## src/rtl/msched_pkg.sv

```systemverilog
package msched_pkg;

  typedef enum logic [1:0] {
    SEG_ST  = 2'd0,
    SEG_DY  = 2'd1,
    SEG_NIT = 2'd2
  } seg_e;

  typedef enum logic [1:0] {
    BUS_IDLE = 2'b00,
    BUS_SOF  = 2'b01,
    BUS_DATA = 2'b10
  } bus_e;

endpackage

```

## src/rtl/msched_pick.sv

```systemverilog
module msched_pick #(
  parameter int NBUF = 8,
  parameter int SW   = 4,
  parameter int LW   = 8
) (
  input  logic [SW-1:0]      slot,
  input  logic [NBUF-1:0]    valid,
  input  logic [NBUF*LW-1:0] lens,
  output logic               hit,
  output logic [LW-1:0]      len
);

  logic [NBUF-1:0] match;
  logic [LW-1:0]   lane [NBUF];

  // one comparator per buffer: lane i serves slot i+1
  for (genvar i = 0; i < NBUF; i++) begin : g_lane
    assign match[i] = (slot == SW'(i + 1)) && valid[i];
    assign lane[i]  = match[i] ? lens[i*LW +: LW] : '0;
  end

  always_comb begin
    hit = |match;
    len = '0;
    for (int i = 0; i < NBUF; i++) len = len | lane[i];
  end

endmodule

```

## src/rtl/msched_timebase.sv

```systemverilog
module msched_timebase
  import msched_pkg::*;
#(
  parameter int SW = 4,
  parameter int LW = 8,
  parameter int MW = 8,
  parameter int CW = 8,
  parameter int AP = 1
) (
  input  logic          clk,
  input  logic          rst_n,
  input  logic          mt_en,
  input  logic [LW-1:0] cfg_st_len,
  input  logic [SW-1:0] cfg_st_num,
  input  logic [LW-1:0] cfg_ms_len,
  input  logic [MW-1:0] cfg_ms_num,
  input  logic [LW-1:0] cfg_nit_len,
  input  logic [SW-1:0] cfg_last_slot,
  input  logic          sel_valid,
  input  logic [LW-1:0] sel_len,
  output logic [SW-1:0] nx_slot,
  output logic          fire,
  output seg_e          seg_o,
  output logic [SW-1:0] slot_o,
  output logic [LW-1:0] off_o,
  output logic [MW-1:0] ms_o,
  output logic [CW-1:0] cycle_o
);

  localparam int DW = LW + MW;

  // macroticks in the whole dynamic segment
  function automatic logic [DW-1:0] seg_room(input logic [MW-1:0] n, input logic [LW-1:0] l);
    return DW'(n) * DW'(l);
  endfunction

  // static frame fits between the action point and the slot end
  function automatic logic fits_static(input logic [LW-1:0] l, input logic [LW-1:0] slen);
    return ({1'b0, l} + (LW+1)'(AP)) <= {1'b0, slen};
  endfunction

  // a dynamic slot may close at this minislot boundary
  function automatic logic slot_done(input logic [DW-1:0] elapsed, input logic [LW-1:0] l);
    return (elapsed + DW'(1)) >= DW'(l);
  endfunction

  seg_e          seg, n_seg;
  logic [SW-1:0] slot, n_slot;
  logic [LW-1:0] off, n_off, ms_off, n_msoff, nit_off, n_nit, dlen;
  logic [MW-1:0] ms, n_ms;
  logic [DW-1:0] dleft, n_dleft, dmt, n_dmt;
  logic [CW-1:0] cycle, n_cycle;
  logic          tail, n_tail, nx_dstart;
  logic          st_go, dy_go;

  always_comb begin
    n_seg = seg;  n_slot = slot;  n_off = off;  n_ms = ms;  n_msoff = ms_off;
    n_dleft = dleft;  n_dmt = dmt;  n_tail = tail;  n_nit = nit_off;  n_cycle = cycle;
    nx_dstart = 1'b0;
    unique case (seg)
      SEG_ST: begin
        if (off < cfg_st_len - LW'(1)) begin
          n_off = off + LW'(1);
        end else if (slot < cfg_st_num) begin
          n_slot = slot + SW'(1);
          n_off  = '0;
        end else begin
          n_seg   = SEG_DY;
          n_off   = '0;
          n_ms    = '0;
          n_msoff = '0;
          n_dmt   = '0;
          n_dleft = seg_room(cfg_ms_num, cfg_ms_len);
          if (slot < cfg_last_slot) begin
            n_slot    = slot + SW'(1);
            nx_dstart = 1'b1;
            n_tail    = 1'b0;
          end else begin
            n_tail = 1'b1;
          end
        end
      end
      SEG_DY: begin
        n_dleft = dleft - DW'(1);
        n_dmt   = dmt + DW'(1);
        if (ms_off < cfg_ms_len - LW'(1)) begin
          n_msoff = ms_off + LW'(1);
        end else begin
          n_msoff = '0;
          if (ms + MW'(1) >= cfg_ms_num) begin
            n_seg = SEG_NIT;
            n_nit = '0;
          end else begin
            n_ms = ms + MW'(1);
            if (!tail && slot_done(dmt, dlen)) begin
              n_dmt = '0;
              if (slot < cfg_last_slot) begin
                n_slot    = slot + SW'(1);
                nx_dstart = 1'b1;
              end else begin
                n_tail = 1'b1;
              end
            end
          end
        end
      end
      default: begin
        if (nit_off < cfg_nit_len - LW'(1)) begin
          n_nit = nit_off + LW'(1);
        end else begin
          n_seg   = SEG_ST;
          n_slot  = SW'(1);
          n_off   = '0;
          n_cycle = cycle + CW'(1);
        end
      end
    endcase
  end

  assign st_go   = (seg == SEG_ST) && (n_seg == SEG_ST) && (n_off == LW'(AP)) &&
                   fits_static(sel_len, cfg_st_len);
  assign dy_go   = nx_dstart && (DW'(sel_len) <= n_dleft);
  assign fire    = mt_en && sel_valid && (st_go || dy_go);
  assign nx_slot = n_slot;

  always_ff @(posedge clk) begin
    if (!rst_n) begin
      seg <= SEG_ST;  slot <= SW'(1);  off <= '0;  ms <= '0;  ms_off <= '0;
      dleft <= '0;  dmt <= '0;  dlen <= '0;  tail <= 1'b0;  nit_off <= '0;  cycle <= '0;
    end else if (mt_en) begin
      seg <= n_seg;  slot <= n_slot;  off <= n_off;  ms <= n_ms;  ms_off <= n_msoff;
      dleft <= n_dleft;  dmt <= n_dmt;  tail <= n_tail;  nit_off <= n_nit;  cycle <= n_cycle;
      if (nx_dstart) dlen <= (sel_valid && dy_go) ? sel_len : '0;
    end
  end

  assign seg_o   = seg;
  assign slot_o  = slot;
  assign off_o   = off;
  assign ms_o    = ms;
  assign cycle_o = cycle;

  // entering the static segment from idle bumps the cycle counter by one
  a_r3_cycle_step: assert property (@(posedge clk) disable iff (!rst_n)
    (seg == SEG_ST && $past(seg) == SEG_NIT) |-> (cycle == CW'($past(cycle) + 1'b1)));

  // static offset and slot number stay inside the configured static segment
  a_r5_static_bounds: assert property (@(posedge clk) disable iff (!rst_n)
    (seg == SEG_ST) |-> ((off < cfg_st_len) && (slot >= SW'(1)) && (slot <= cfg_st_num)));

  // minislot index stays below the configured count
  a_r6_ms_bound: assert property (@(posedge clk) disable iff (!rst_n)
    (seg == SEG_DY) |-> (ms < cfg_ms_num));

  // once in the tail, the slot number no longer moves
  a_r9_tail_hold: assert property (@(posedge clk) disable iff (!rst_n)
    (seg == SEG_DY && tail && mt_en) |=> (slot == $past(slot)));

  // no macrotick, no movement
  a_r2_hold: assert property (@(posedge clk) disable iff (!rst_n)
    (!mt_en) |=> ($stable(seg) && $stable(slot) && $stable(off) && $stable(ms)));

endmodule

```

## src/rtl/msched_tx.sv

```systemverilog
module msched_tx
  import msched_pkg::*;
#(
  parameter int SW = 4,
  parameter int LW = 8
) (
  input  logic          clk,
  input  logic          rst_n,
  input  logic          mt_en,
  input  logic          fire,
  input  logic [LW-1:0] len,
  input  logic [SW-1:0] slot,
  output bus_e          bus,
  output logic          stb,
  output logic [SW-1:0] stb_slot
);

  logic [LW-1:0] left;

  always_ff @(posedge clk) begin
    if (!rst_n) begin
      bus      <= BUS_IDLE;
      left     <= '0;
      stb      <= 1'b0;
      stb_slot <= '0;
    end else begin
      stb <= 1'b0;
      if (fire) begin
        bus      <= BUS_SOF;
        left     <= (len == '0) ? '0 : len - LW'(1);
        stb      <= 1'b1;
        stb_slot <= slot;
      end else if (mt_en) begin
        if (left != '0) begin
          bus  <= BUS_DATA;
          left <= left - LW'(1);
        end else begin
          bus <= BUS_IDLE;
        end
      end
    end
  end

  // the strobe only accompanies a frame-start code
  a_r11_stb_sof: assert property (@(posedge clk) disable iff (!rst_n)
    stb |-> (bus == BUS_SOF));

  // frame-start lasts one macrotick unless a new frame starts
  a_r10_sof_once: assert property (@(posedge clk) disable iff (!rst_n)
    (bus == BUS_SOF && mt_en && !fire) |=> (bus != BUS_SOF));

endmodule

```

## src/rtl/msched_top.sv

```systemverilog
module msched_top
  import msched_pkg::*;
#(
  parameter int NBUF = 8,
  parameter int SW   = 4,
  parameter int LW   = 8,
  parameter int MW   = 8,
  parameter int CW   = 8,
  parameter int AP   = 1
) (
  input  logic               clk,
  input  logic               rst_n,
  input  logic               mt_en,
  input  logic [LW-1:0]      cfg_st_len,
  input  logic [SW-1:0]      cfg_st_num,
  input  logic [LW-1:0]      cfg_ms_len,
  input  logic [MW-1:0]      cfg_ms_num,
  input  logic [LW-1:0]      cfg_nit_len,
  input  logic [SW-1:0]      cfg_last_slot,
  input  logic [NBUF-1:0]    buf_valid,
  input  logic [NBUF*LW-1:0] buf_len,
  output logic [1:0]         bus_st,
  output logic               take_stb,
  output logic [SW-1:0]      take_slot,
  output logic [1:0]         seg,
  output logic [SW-1:0]      slot_no,
  output logic [MW-1:0]      minislot_no,
  output logic [CW-1:0]      cycle_no
);

  logic [SW-1:0] nx_slot;
  logic          sel_valid, fire;
  logic [LW-1:0] sel_len, off_w;
  seg_e          seg_w;
  bus_e          bus_w;

  msched_pick #(.NBUF(NBUF), .SW(SW), .LW(LW)) u_pick (
    .slot(nx_slot), .valid(buf_valid), .lens(buf_len), .hit(sel_valid), .len(sel_len)
  );

  msched_timebase #(.SW(SW), .LW(LW), .MW(MW), .CW(CW), .AP(AP)) u_tb (
    .clk(clk), .rst_n(rst_n), .mt_en(mt_en),
    .cfg_st_len(cfg_st_len), .cfg_st_num(cfg_st_num), .cfg_ms_len(cfg_ms_len),
    .cfg_ms_num(cfg_ms_num), .cfg_nit_len(cfg_nit_len), .cfg_last_slot(cfg_last_slot),
    .sel_valid(sel_valid), .sel_len(sel_len), .nx_slot(nx_slot), .fire(fire),
    .seg_o(seg_w), .slot_o(slot_no), .off_o(off_w), .ms_o(minislot_no), .cycle_o(cycle_no)
  );

  msched_tx #(.SW(SW), .LW(LW)) u_tx (
    .clk(clk), .rst_n(rst_n), .mt_en(mt_en), .fire(fire), .len(sel_len), .slot(nx_slot),
    .bus(bus_w), .stb(take_stb), .stb_slot(take_slot)
  );

  assign seg    = seg_w;
  assign bus_st = bus_w;

  // strobe slot matches the slot counter of the timebase
  a_r11_stb_slot: assert property (@(posedge clk) disable iff (!rst_n)
    take_stb |-> (take_slot == slot_no));

  // a static frame starts exactly at the action point
  a_r4_action_point: assert property (@(posedge clk) disable iff (!rst_n)
    (take_stb && seg_w == SEG_ST) |-> (off_w == LW'(AP)));

endmodule

```

## config.mk

```make
export PLATFORM = sky130hd
export DESIGN_NAME = msched_top
export DESIGN_NICKNAME = d
export VERILOG_FILES = /design/src/rtl/msched_pkg.sv /design/src/rtl/msched_pick.sv /design/src/rtl/msched_timebase.sv /design/src/rtl/msched_tx.sv /design/src/rtl/msched_top.sv
export SDC_FILE = /design/constraint.sdc
export NUM_CORES = 1
export LEC_CHECK = 0
export ABC_AREA = 1
export BUFFER_PORTS_ARGS = -buffer_cell sky130_fd_sc_hd__buf_2
export CAP_MARGIN = 40
export CORE_MARGIN = 5
export CORE_UTILIZATION = 55
export CTS_CLUSTER_SIZE = 16
export DETAILED_ROUTE_END_ITERATION = 16
export PLACE_DENSITY = 0.77
export SLEW_MARGIN = 20
export SYNTH_ARGS = -nofsm -noshare
export SYNTH_HDL_FRONTEND = slang
export SYNTH_SLANG_ARGS = --single-unit
```

## constraint.sdc

```tcl
create_clock -name clk -period 9.5 [get_ports clk]
set_input_delay 1.9 -clock clk [delete_from_list [all_inputs] [get_ports clk]]
set_output_delay 1.9 -clock clk [all_outputs]
set_load 0.05 [all_outputs]
```

==> results.yml <==
run_status:
  outcome: "completed"
power_and_ir_drop:
  power_switching_uw: 688.9
  power.ir.vdd_worst_v: 0.00008363
  internal_power_uw: 932.0
  p_per_area_nw_per_um2: 136.0
  power.leakage_uw: 0.006318
  power.share.clock_pct: 23.5
  power.sequential.fraction_pct: 30.3
  power.combinational.fraction_pct: 46.1
  net_sw_share_pct: 42.50
worst_hold_path:
  timing.hold.worst.class: "register to register"
global_routing:
  grt_max_degree: 48
  grt_use_met1_pct: 33.25
  number_of_global_route_vias_before_repair: 10260
  gr-usage-all-layers_pct: 26.25
  grt_first_pass_wirelength_mm: 48.33
  gr-usage-met3_pct: 3.301
  global_route.usage.met2_pct: 45.07
  grt_overflow: 0
  grt_most_used_layer: "met2"
  antenna_found_initial: 0
finish:
  layout.nets: 1972
  final_cell_area_um2: 11910
  share_of_post_route_cells_with_drive_strength_above_1_pct: 13.00
  antenna-diode-count: 0
  largestRegisters: "u_tb.dleft x16, u_tb.dmt x16"
  areaGrowthSynthToFinish_pct: 11.12
yosys:
  share_of_synthesized_registers_carrying_an_async_set_or_reset_pct: 0
  syn-mean-instance-area_um2: 6.705
  yosysSeqAreaShare_pct: 19.05
  synth_top_area_share_pct: 19.05
  ys.warnings.count: 0
  postSynthNetCount: 1860
  yosysUniqueCellTypes: 54
  synth_edf_count: 0
  synth_top_family_by_area: "simple AND/OR/NAND/NOR gates"
  synth.area.mux_share_pct: 0
  synthAdderAreaFrac_pct: 19.56
  postSynth.topFlopCell: "sky130_fd_sc_hd__dfxtp_1"
  synth.top_cells.by_area: "sky130_fd_sc_hd__dfxtp_1, sky130_fd_sc_hd__ha_1, sky130_fd_sc_hd__nand2_1"
  ys_ff_latch: 102
  synth_simple_gate_area_share_pct: 29.50
  synth_xor_area_share_pct: 5.228
  synth_area_um2: 10720
  synth_compound_area_share_pct: 14.72
  synthDominantAreaCellType: "sky130_fd_sc_hd__dfxtp_1"
  syn_inst: 1599
sta:
  final-hold-violation-count: 0
  worst_clock_skew_ns: 0.01000
  max_freq_ghz: 0.1218
  setup_viol: 0
  period_share_pct: 86.42
  final.setup.worst_slack_ns: 1.290
  worst_pin_slew_ns: 0.7337
  rsz_0062_raised_after_global_routing: "false"
  slew_violations: 0
  fin_tns_setup_ns: 0
  slew-limit-headroom_pct: 50.97
  final.min_clock_period_ns: 8.210
worst_setup_path:
  critPathMaxFanout: 17
  path_common_cell: "sky130_fd_sc_hd__nand2_1"
  critical_path_required_ns: 9.79
  peak_per_stage_delay_on_the_critical_path_ns: 0.44
  signal_arrival_time_at_the_worst_endpoint_ns: 8.50
  critPathKind: "input pin to register"
  worst_path_max_delay_cell: "sky130_fd_sc_hd__o211ai_1"
  crit_path_start_kind: "input pin"
  worst_setup_path_end_kind: "register"
routing:
  vias_per_cell: 5.413
  drc_errors_left: 0
  drt-pass1-iter-count: 6
  via_count: 10720
  detail_route.iter0.violations: 694
  antenna_violating_nets_post_route: 0
  detail_route.wirelength_mm: 29.51
  wl_per_cell_um: 14.89
clock_network:
  numCtsBuffers: 9
  cts.reportedPaths.clkPinSlew_ns: 0.07
  clock_latency_ns: 0.37
  clock_sinks: 102
  postCtsSetupRepairBufs: 0
  cts_resized: 0
  cts_root_buffer: "sky130_fd_sc_hd__clkbuf_16"
  htree_num_levels: 3
  cts_hold_repair.buffers: 0
  clk_path_buf_depth: 2
  cts_tree: "built"
placed_design:
  placed_wire_length_estimate_mm: 23.31
  postPlaceCellArea_um2: 11610
  place_congestion: 0.9230
  place_ws_ns: 0.9553
  port-buffer-count: 143
floorplan:
  die_y_um: 149.6
  horizontal_die_dimension_um: 149.6
  num_rows: 51
  floorplan.io_pins: 144
  fp.coreArea_um2: 19330
  die_area_um2: 22390
  initial_utilization_pct: 55.45
flow_run:
  timing.max_cap.violations: 0
-- cells in the final DEF, fill, tap and decap left out, drive strengths merged --
cell | synthesis | layout
o21ai | 85 | 85
or2 | 2 | 2
nor3 | 39 | 39
a22oi | 10 | 10
xor2 | 48 | 48
o21bai | 1 | 1
o221ai | 9 | 9
nand2 | 345 | 345
o211a | 1 | 1
nand3b | 2 | 2
o21a | 4 | 4
and2 | 1 | 1
a21boi | 1 | 1
a211oi | 13 | 13
clkinv | 4 | 7
ha | 110 | 110
fa | 36 | 36
nand4 | 27 | 27
a21oi | 84 | 84
nand3 | 114 | 114
and3 | 3 | 3
o2111ai | 1 | 1
o22ai | 21 | 21
dfxtp | 102 | 102
or3 | 3 | 3
a311oi | 2 | 2
buf | 4 | 148
a31o | 1 | 1
xnor2 | 16 | 16
a32oi | 3 | 3
o211ai | 13 | 13
clkbuf | 43 | 10
nor2 | 137 | 137
clkinvlp | 0 | 1
a21o | 4 | 4
a32o | 2 | 2
nor4 | 2 | 2
a31oi | 13 | 13
nor3b | 9 | 9
inv | 284 | 286
-- layer usage --
layer / part of all wire [%] / wire [µm]
met5: 0 / 0
met4: 3.0 / 890
met3: 6.2 / 1820
met2: 48 / 14240
met1: 43 / 12560
-- cell families after synthesis --
logic type	count (synthesis)
AO/OA/AOI/OAI	268
XOR/XNOR	64
adder cells (fa/ha/maj)	146
buffers and inverters	335
flip-flops	102
AND/OR/NAND/NOR	684
-- final cells by class --
cell class / instances / area (µm²)
flip-flops and latches: 102 / 2042
clock inverters: 6 / 66.31
repair buffers: 148 / 753.2
fillers: 1796 / 7421
well taps: 265 / 331.6
multi-input cells: 1162 / 7401
inverters: 288 / 1081
clock buffers: 10 / 239.0
-- cells in the mapped netlist, types with 5 or more instances --
cell type and count:
sky130_fd_sc_hd__dfxtp_1 102, sky130_fd_sc_hd__a31oi_1 13, sky130_fd_sc_hd__nor2_2 8, sky130_fd_sc_hd__nand2_4 5, sky130_fd_sc_hd__nand2_2 11, sky130_fd_sc_hd__xnor2_1 16, sky130_fd_sc_hd__nand2_1 329, sky130_fd_sc_hd__clkbuf_1 43
sky130_fd_sc_hd__o221ai_1 9, sky130_fd_sc_hd__nor2_1 115, sky130_fd_sc_hd__nand4_1 26, sky130_fd_sc_hd__o211ai_1 13, sky130_fd_sc_hd__nor3b_1 9, sky130_fd_sc_hd__a211oi_1 13, sky130_fd_sc_hd__nand3_1 107, sky130_fd_sc_hd__o22ai_1 21
sky130_fd_sc_hd__a21oi_1 83, sky130_fd_sc_hd__inv_2 7, sky130_fd_sc_hd__a22oi_1 10, sky130_fd_sc_hd__o21ai_0 71, sky130_fd_sc_hd__ha_1 110, sky130_fd_sc_hd__nor3_1 38, sky130_fd_sc_hd__inv_1 277, sky130_fd_sc_hd__nor2_4 13
sky130_fd_sc_hd__o21ai_1 14, sky130_fd_sc_hd__fa_1 36, sky130_fd_sc_hd__xor2_1 48
-- metrics by stage --
stage | hold slack (ns) | cells | utilization [%] | total power [µW]
2_1_floorplan | 0.4426 | 1599 | - | 1054
3_5_place_dp | 0.4524 | 1965 | 60.04 | 1237
5_1_grt | 0.4967 | 1981 | 61.62 | 1746
4_1_cts | 0.4635 | 1981 | 61.62 | 1619
3_3_place_gp | 0.4555 | 1965 | 60.04 | 1219
6_report | 0.4643 | 1981 | 61.62 | 1621
-- power groups by stage --
| stage | clock, µW | sequential [µW] | combinational, µW |
|---|---|---|---|
| after floorplan | 0 | 503 | 551 |
| after global placement | 0 | 499 | 720 |
| after detailed placement | 0 | 500 | 737 |
| after CTS | 384 | 491 | 745 |
| after global routing | 399 | 496 | 850 |
| final | 381 | 492 | 748 |
-- final timing paths --
path                    startpoint          endpoint  slack (ns)  cells after the start
setup / recovery     cfg_ms_len[0]  u_tx.stb_slot[1]        1.29                     41
hold / removal    u_tx.stb_slot[0]  u_tx.stb_slot[0]        0.46                      2
setup reg to reg      u_tb.ms_o[0]  u_tx.stb_slot[1]        2.20                     44
hold reg to reg   u_tx.stb_slot[0]  u_tx.stb_slot[0]        0.46                      2
-- worst max-delay path, delay by kind of cell --
family                   cells  cell delay [ns]
AO/OA/AOI/OAI                7             1.29
AND/OR/NAND/NOR             24             3.51
adder cells (fa/ha/maj)      3             0.84
buffers and inverters        5             0.72
XOR/XNOR                     2             0.24
No activity file was read; power rests on OpenSTA's default activity.
